File: config.mk
export PLATFORM = sky130hd
export DESIGN_NAME = adc_update_sched
export DESIGN_NICKNAME = d
export VERILOG_FILES = /design/src/rtl/adc_sched_pkg.sv /design/src/rtl/adc_slot_timer.sv /design/src/rtl/adc_sar_core.sv /design/src/rtl/adc_result_hold.sv /design/src/rtl/adc_update_sched.sv
export SDC_FILE = /design/constraint.sdc
export NUM_CORES = 1
export LEC_CHECK = 0
export ABC_AREA = 1
export BUFFER_PORTS_ARGS = -buffer_cell sky130_fd_sc_hd__buf_4
export CAP_MARGIN = 20
export CORE_MARGIN = 2
export CORE_UTILIZATION = 50
export CTS_BUF_LIST = sky130_fd_sc_hd__clkbuf_4 sky130_fd_sc_hd__clkbuf_8
export DETAILED_ROUTE_END_ITERATION = 8
export PLACE_DENSITY = 0.77
export SKIP_LAST_GASP = 1
export SLEW_MARGIN = 10
export SYNTH_ARGS = -nofsm -noshare
export SYNTH_HDL_FRONTEND = slang
export SYNTH_SLANG_ARGS = --single-unit
File: constraint.sdc
create_clock -name clk -period 2.6 [get_ports clk]
set_input_delay 0.52 -clock clk [delete_from_list [all_inputs] [get_ports clk]]
set_output_delay 0.52 -clock clk [all_outputs]
set_load 0.02 [all_outputs]
File: src/rtl/adc_sched_pkg.sv
package adc_sched_pkg;
  typedef logic [1:0] chan_t;
  localparam chan_t CH_OFF = 2'b00;
endpackage

File: src/rtl/adc_slot_timer.sv
module adc_slot_timer #(
  parameter int PERIOD_TICKS = 100,
  parameter int FIRST_TICKS  = 20,
  parameter int WARN_TICKS   = 12,
  parameter int DATA_W       = 8
) (
  input  logic clk,
  input  logic rst,
  input  logic on,
  output logic run,
  output logic warn_hit,
  output logic conv_start,
  output logic slot_hit
);
  localparam int MAXT = (PERIOD_TICKS > FIRST_TICKS) ? PERIOD_TICKS : FIRST_TICKS;
  localparam int CW   = $clog2(MAXT + 1);

  logic          on_q;
  logic [CW-1:0] cnt;

  // cnt holds the edges left until the next write slot
  always_ff @(posedge clk) begin
    if (rst) begin
      on_q <= 1'b0;
      cnt  <= '0;
    end else begin
      on_q <= on;
      if (on && !on_q)
        cnt <= CW'(FIRST_TICKS - 1);
      else if (on && on_q)
        cnt <= (cnt == '0) ? CW'(PERIOD_TICKS - 1) : cnt - 1'b1;
    end
  end

  assign run        = on && on_q;
  assign warn_hit   = run && (cnt == CW'(WARN_TICKS));
  assign conv_start = run && (cnt == CW'(DATA_W));
  assign slot_hit   = run && (cnt == '0);
endmodule

File: src/rtl/adc_sar_core.sv
module adc_sar_core
  import adc_sched_pkg::*;
#(
  parameter int DATA_W = 8
) (
  input  logic              clk,
  input  logic              rst,
  input  logic              run,
  input  logic              start,
  input  chan_t             sel,
  input  logic              cmp_hi,
  output chan_t             chan,
  output logic [DATA_W-1:0] trial,
  output logic              done,
  output logic [DATA_W-1:0] final_code
);
  localparam int IW = (DATA_W > 1) ? $clog2(DATA_W) : 1;

  logic              busy;
  logic [IW-1:0]     idx;
  logic [DATA_W-1:0] kept;

  // keep the bit under test only when the input is at or above the trial level
  assign kept       = cmp_hi ? trial : (trial & ~(DATA_W'(1) << idx));
  assign done       = busy && (idx == '0);
  assign final_code = kept;

  always_ff @(posedge clk) begin
    if (rst || !run) begin
      busy  <= 1'b0;
      idx   <= '0;
      trial <= '0;
      chan  <= CH_OFF;
    end else if (start) begin
      busy  <= 1'b1;
      idx   <= IW'(DATA_W - 1);
      trial <= DATA_W'(1) << (DATA_W - 1);
      chan  <= sel;
    end else if (busy) begin
      if (idx == '0) begin
        busy  <= 1'b0;
        trial <= '0;
      end else begin
        trial <= kept | (DATA_W'(1) << (idx - 1'b1));
        idx   <= idx - 1'b1;
      end
    end
  end

  AST_SAR_ONE_HOT_START: assert property (@(posedge clk) disable iff (rst)
    (run && start) |=> ($countones(trial) == 1 && trial[DATA_W-1]));
endmodule

File: src/rtl/adc_result_hold.sv
module adc_result_hold #(
  parameter int DATA_W = 8
) (
  input  logic              clk,
  input  logic              rst,
  input  logic              run,
  input  logic              done,
  input  logic [DATA_W-1:0] fin,
  input  logic              warn_hit,
  input  logic              rd_cycle,
  input  logic              cs,
  output logic [DATA_W-1:0] result,
  output logic              flag
);
  logic              lock;
  logic              pend_v;
  logic [DATA_W-1:0] pend;

  assign lock = rd_cycle && cs;

  always_ff @(posedge clk) begin
    if (rst) begin
      result <= '0;
      flag   <= 1'b0;
      pend_v <= 1'b0;
      pend   <= '0;
    end else if (!run) begin
      flag   <= 1'b0;
      pend_v <= 1'b0;
    end else begin
      if (done) begin
        if (lock) begin
          pend   <= fin;
          pend_v <= 1'b1;
        end else begin
          result <= fin;
          pend_v <= 1'b0;
          flag   <= 1'b0;
        end
      end else if (pend_v && !lock) begin
        result <= pend;
        pend_v <= 1'b0;
        flag   <= 1'b0;
      end
      if (warn_hit)
        flag <= 1'b1;
    end
  end

  AST_NO_WRITE_LOCKED: assert property (@(posedge clk) disable iff (rst)
    lock |=> $stable(result));
  AST_WRITE_AFTER_WARN: assert property (@(posedge clk) disable iff (rst)
    !$stable(result) |-> $past(flag));
endmodule

File: src/rtl/adc_update_sched.sv
module adc_update_sched
  import adc_sched_pkg::*;
#(
  parameter int DATA_W       = 8,
  parameter int PERIOD_TICKS = 100,
  parameter int FIRST_TICKS  = 20,
  parameter int WARN_TICKS   = 12
) (
  input  logic              clk,
  input  logic              rst,
  input  logic [1:0]        ch_sel,
  input  logic              cmp_hi,
  input  logic              rd_cycle,
  input  logic              cs,
  output logic [1:0]        mux_sel,
  output logic [DATA_W-1:0] trial_code,
  output logic              upd_pending,
  output logic [DATA_W-1:0] result
);
  // ordering needed: DATA_W <= WARN_TICKS < FIRST_TICKS, DATA_W < PERIOD_TICKS
  logic              on, run, warn_hit, conv_start, slot_hit, done;
  logic [DATA_W-1:0] fin;
  chan_t             chan;

  assign on = (ch_sel != CH_OFF);

  adc_slot_timer #(
    .PERIOD_TICKS(PERIOD_TICKS), .FIRST_TICKS(FIRST_TICKS),
    .WARN_TICKS(WARN_TICKS), .DATA_W(DATA_W)
  ) u_timer (
    .clk(clk), .rst(rst), .on(on), .run(run), .warn_hit(warn_hit),
    .conv_start(conv_start), .slot_hit(slot_hit)
  );

  adc_sar_core #(.DATA_W(DATA_W)) u_sar (
    .clk(clk), .rst(rst), .run(run), .start(conv_start), .sel(ch_sel),
    .cmp_hi(cmp_hi), .chan(chan), .trial(trial_code), .done(done),
    .final_code(fin)
  );

  adc_result_hold #(.DATA_W(DATA_W)) u_hold (
    .clk(clk), .rst(rst), .run(run), .done(done), .fin(fin),
    .warn_hit(warn_hit), .rd_cycle(rd_cycle), .cs(cs),
    .result(result), .flag(upd_pending)
  );

  assign mux_sel = chan;

  AST_SLOT_MEETS_DONE: assert property (@(posedge clk) disable iff (rst)
    slot_hit |-> done);
  AST_OFF_QUIET: assert property (@(posedge clk) disable iff (rst)
    !on |=> (!upd_pending && mux_sel == CH_OFF && trial_code == '0));
endmodule

Word level (Yosys, flattened, before mapping)
Cells that the tools add are included.
Widths: inputs -> output; s select.
- bits in registers: 40
- latch bits: 0
- memory bits (writable): 0
- memory bits (read-only): 0
- input port bits: 7
- output and inout bits: 19
- logic and storage cells: 72
- memories kept: 0
- add/subtract/negate cells: 2
- multiply operators: 0
- div/mod/pow operators: 0
- order comparisons: 0
- eq/ne operators: 5
- shifts and indexed selects: 2
- multiplexer cells: 22
- bitwise operators: 4
- reduce and logical (&&, ||, !) cells: 25
- operators with widths (cell ; number):
    $mux 8 ; 7
    $shl 1x3->8 const A ; 2
    $eq 7x4->1 const B ; 2
    $mux 5 ; 2
    $mux 1 ; 9
    $mux 3 ; 3
    $and 8x8->8 ; 1
    $not 8->8 ; 1
    $or 8x8->8 ; 1
    $reduce_bool 2->1 ; 4
    $logic_and 1x1->1 ; 7
    $logic_not 7->1 ; 1
    $mux 7 ; 1
    $sub 7x1->7 const B ; 1
    $reduce_and 3->1 ; 2
    $reduce_or 2->1 ; 3
    $ne 2x2->1 const B ; 2
    $reduce_and 2->1 ; 2
    $logic_not 1->1 ; 3
    $logic_not 3->1 ; 1
    $ne 3x2->1 const B ; 1
    $reduce_bool 3->1 ; 1
    $sub 3x1->3 const B ; 1
    $logic_or 1x1->1 ; 1
    $not 1->1 ; 1

Longest topological paths before layout
- depth after elaboration: 8
- gate-level depth with buffers: 11
- mapped depth without buffers: 10

By module
A second synthesis with hierarchy kept.
- cell total of the unflattened synthesis: 310
- area, all modules: 2080.7 um^2
- modules (own cells, without submodules) (module ; times used ; cells each ; area each (um^2)):
    adc_result_hold ; 1 ; 123 ; 824.5
    adc_sar_core ; 1 ; 118 ; 798.3
    adc_slot_timer ; 1 ; 66 ; 446.7
    adc_update_sched ; 1 ; 3 ; 11.3

Worst setup path after synthesis
OpenSTA, ideal clock, no wires.
- path kind: reg2reg
- start: register u_sar.idx[0]
- end: register u_hold.pend[6]
- library setup time: 129 ps
- data arrival time: 1346 ps
- data required time: 2471 ps
- path slack: 1125 ps
- cell stages (with the launch flop): 11
- clock period less this slack: 1475 ps
- cell sequence: dfxtp_1 -> inv_1 -> ha_1 -> inv_2 -> nor2_4 -> nand2_4 -> nor2_4 -> buf_4 -> nand2_1 -> o21ai_0 -> nor2_1
- cells in the longest elaborated chain, start to end: 4
- RTL lines (element ; RTL line ; text):
    start: declaration ; adc_sar_core.sv:20 ; logic [IW-1:0] idx;
    start signal: assignment ; adc_sar_core.sv:36 ; idx <= IW'(DATA_W - 1);
    start signal: assignment ; adc_sar_core.sv:45 ; idx <= idx - 1'b1;
    $shl 1x3->8 ; adc_sar_core.sv:24 ; assign kept = cmp_hi ? trial : (trial & ~(DATA_W'(1) << idx));
    $not 8->8 ; adc_sar_core.sv:24 ;
    $and 8x8->8 ; adc_sar_core.sv:24 ;
    $mux 8 ; adc_sar_core.sv:24 ;
    end signal: assignment ; adc_result_hold.sv:33 ; pend <= fin;
    end: declaration ; adc_result_hold.sv:17 ; logic [DATA_W-1:0] pend;
Several ways; a longest one is shown, not always the timed one.
A chain may end at the register's enable or synchronous reset.

Final worst setup path
- start: register u_sar.idx[0]
- end: register u_hold.pend[2]
The elaborated chain is that of the path after synthesis.

==> summary.txt <==
Outcome
  • Status: complete, no violations

Global routing
  • All-Layer GR Usage: 20.34%
  • Initial antenna violation count: 0
  • First-pass GRT wire length: 7038 um
  • Largest net degree at the start of global routing: 17
  • Vias in the first global route: 1614
  • Gr ovfl total: 0

Place
  • Number of port buffers: 25
  • DP HPWL: 2999 um
  • GP Congestion: 0.9512
  • Worst slack, placed: 915.0 ps

Floorplan
  • Starting Density: 51.22%
  • IO Pins: 26
  • Die Width: 67.55 um
  • Die Y: 67.55 um
  • Cell Rows: 23
  • Die ar.: 4563 um^2
  • Placeable Area: 3943 um^2

Min path
  • Worst min path class: flip-flop to flip-flop

Setup path
  • Cell mode on critical path: inv_1
  • Peak per-stage delay on the critical path: 360 ps
  • Critical path fanouts, max: 16
  • Startpoint types: flip-flop
  • Critical Path AT: 1880 ps
  • CP endpoint kind: flip-flop
  • Worst path required time: 2790 ps
  • Cell type of the slowest stage on the worst timing path: dfxtp_1
  • Worst Path Class, Setup: flip-flop to flip-flop
  • Critical-path cell list: inv_1 -> ha_1 -> inv_2 -> nor2_4 -> nand2_4 -> inv_1 -> nand3_1 -> o21ai_0 -> nor2_1

Yosys
  • Mapped Area: 2019 um^2
  • Post-synth EDFFs: 0
  • #FFs+latches synth: 40
  • Synth cell types: 30
  • Area leader, netlist: dfxtp_1
  • Synth top area share: 39.65%
  • Post-synthesis sequential area ratio: 39.65%
  • Synth warn: 0
  • Ys flop type: dfxtp_1
  • Synthesized area per cell: 6.988 um^2
  • Async SR Flop Fraction: 0%
  • Top post-synthesis cells by area: dfxtp_1, nand2_1, nor2_1
  • Gate Count Post-Synth: 289
  • Syn nets: 303

Detailed routing
  • DR iter-0 viols: 102
  • Routed WL per cell: 10.89 um
  • Vias: 1788
  • Drt total wl: 3996 um
  • First drt pass iteration count: 4
  • Drt drc: 0
  • DRT antenna net count: 0
  • Via/cell ratio: 4.872

Clocking
  • CTS clk-pin slew, worst paths: 80 ps
  • Worst skew pair latency: 290 ps
  • Clock Tree Buf Depth: 2
  • Hold-fix buffers, CTS: 0
  • Buffer count from post-CTS setup fixing: 0
  • Num CTS Buffers: 5
  • Clock tree root driver cell: clkbuf_8
  • Clock sinks: 40
  • Post-CTS Resized: 0
  • H-tree Lvls: 2
  • CTS tree: done

Timing
  • Slew Limit Fails: 0
  • Fin worst setup slack: 913.4 ps
  • RSZ-0062 raised after global routing: false
  • Setup violations, final: 0
  • Fin. Hold Viols: 0
  • Setup TNS: 0 ps
  • Fin Clk Skew: 4.379 ps
  • Final min period: 1687 ps
  • Fmax: 592.9 MHz
  • Headroom to the max-slew limit: 68.01%
  • Worst slew pin tran: 474.8 ps
  • Period Utilization, post-route: 64.87%

Flow run
  • Max-Cap Viols: 0

Layout
  • Nets: 330
  • Antenna Cells: 0
  • Share of layout cells above drive strength 1: 16.09%
  • Area growth, synth to finish: 15.24%

Power and ir drop
  • VDD IR max: 0.0003242 V
  • Pwr/cell area: 487.1 nW/um^2
  • Static Leak: 1.052 nW
## logic make-up after synthesis
family	share of synthesized area [%]
buf+inv	9.232
fa+ha+maj	4.337
compound gates	12.52
flops	39.65
simple gates	33.40
xor+xnor	0.8676
## state kept, by name, indices dropped and copies added, names as in the netlist
| signal | cells |
|---|---|
| u_hold.flag | 1 |
| u_hold.pend | 8 |
| u_hold.pend_v | 1 |
| u_hold.result | 8 |
| u_sar.busy | 1 |
| u_sar.chan | 2 |
| u_sar.idx | 3 |
| u_sar.trial | 8 |
| u_timer.cnt | 7 |
| u_timer.on_q | 1 |
## per-stage QoR
stage                     power, mW  hold WS [ps]  area [um^2]  instances  util [%]
after CTS                     1.148         470.4         2327        367     59.03
after floorplan              0.6958         439.2         2019        289         -
final                         1.134         475.6         2327        367     59.03
after detailed placement     0.7177         462.8         2235        359     56.68
after global placement       0.7172         456.6         2235        359     56.68
after global routing          1.188         485.0         2327        367     59.03
## routing by layer
layer	GRT usage, %	part of all wire [%]
met1	26.73	51
met2	31.50	44
met3	5.833	4.1
met4	7.653	1.7
met5	0	0
## final timing paths
kind | start | to | slack, ps | cells past startpoint
setup / recovery | u_sar.idx[0]$_SDFFE_PP0P_ | u_hold.pend[2]$_SDFFE_PP0P_ | 910 | 9
hold / removal | u_timer.cnt[0]$_SDFFE_PP0P_ | u_timer.cnt[0]$_SDFFE_PP0P_ | 480 | 1
setup reg to reg | u_sar.idx[0]$_SDFFE_PP0P_ | u_hold.pend[2]$_SDFFE_PP0P_ | 910 | 9
hold reg to reg | u_timer.cnt[0]$_SDFFE_PP0P_ | u_timer.cnt[0]$_SDFFE_PP0P_ | 480 | 1
## where the power goes
group	switching, mW	internal [mW]	total (mW)
clock	0.218	0.212	0.429
sequential	0.00521	0.620	0.625
combinational	0.0523	0.0267	0.0789
total	0.275	0.858	1.13
## cells in the final DEF (no fill, tap or decap)
cell and instances:
a21oi_2 1, inv_1 36, nand2_1 82, a21boi_1 1, xnor2_1 1, clkbuf_8 6
o21ai_0 19, nor2_1 39, buf_4 25, xor2_1 1, inv_2 2, nand3_1 10
nor2_8 1, a21boi_0 3, a31oi_1 4, dfxtp_1 40, nand2_2 7, nand3_4 1
clkinv_4 1, ha_1 7, nor2_4 3, nand2_4 2, a21oi_1 13, o21ai_1 4
a221oi_1 1, nand4_1 4, clkinv_2 2, nor3b_1 1
## synthesized netlist by cell type, types with 2 or more instances
library cell and n:
nor2_4 3, nor2_1 39, nand4_1 4, nand2_2 7, nand2_1 82, a21oi_1 13
dfxtp_1 40, o21ai_1 4, ha_1 7, a31oi_1 4, a21boi_0 3, inv_2 2
inv_1 36, nand2_4 2, nand3_1 10, o21ai_0 19
## critical path: cells and delay by family (launching register included)
family                   cells  cell delay [ps]
AND/OR/NAND/NOR              4              410
flip-flops                   1              360
buffers and inverters        3              350
adder cells (fa/ha/maj)      1              270
AO/OA/AOI/OAI                1              180
## final cells by class
| cell class | instances | area, um^2 |
|---|---|---|
| fillers | 371 | 1615 |
| well taps | 50 | 62.56 |
| repair buffers | 25 | 187.7 |
| flip-flops and latches | 40 | 800.8 |
| multi-input cells | 205 | 1032 |
| clock inverters | 2 | 10.01 |
| clock buffers | 6 | 82.58 |
| inverters | 39 | 151.4 |
(Power assumes the default switching activity.)
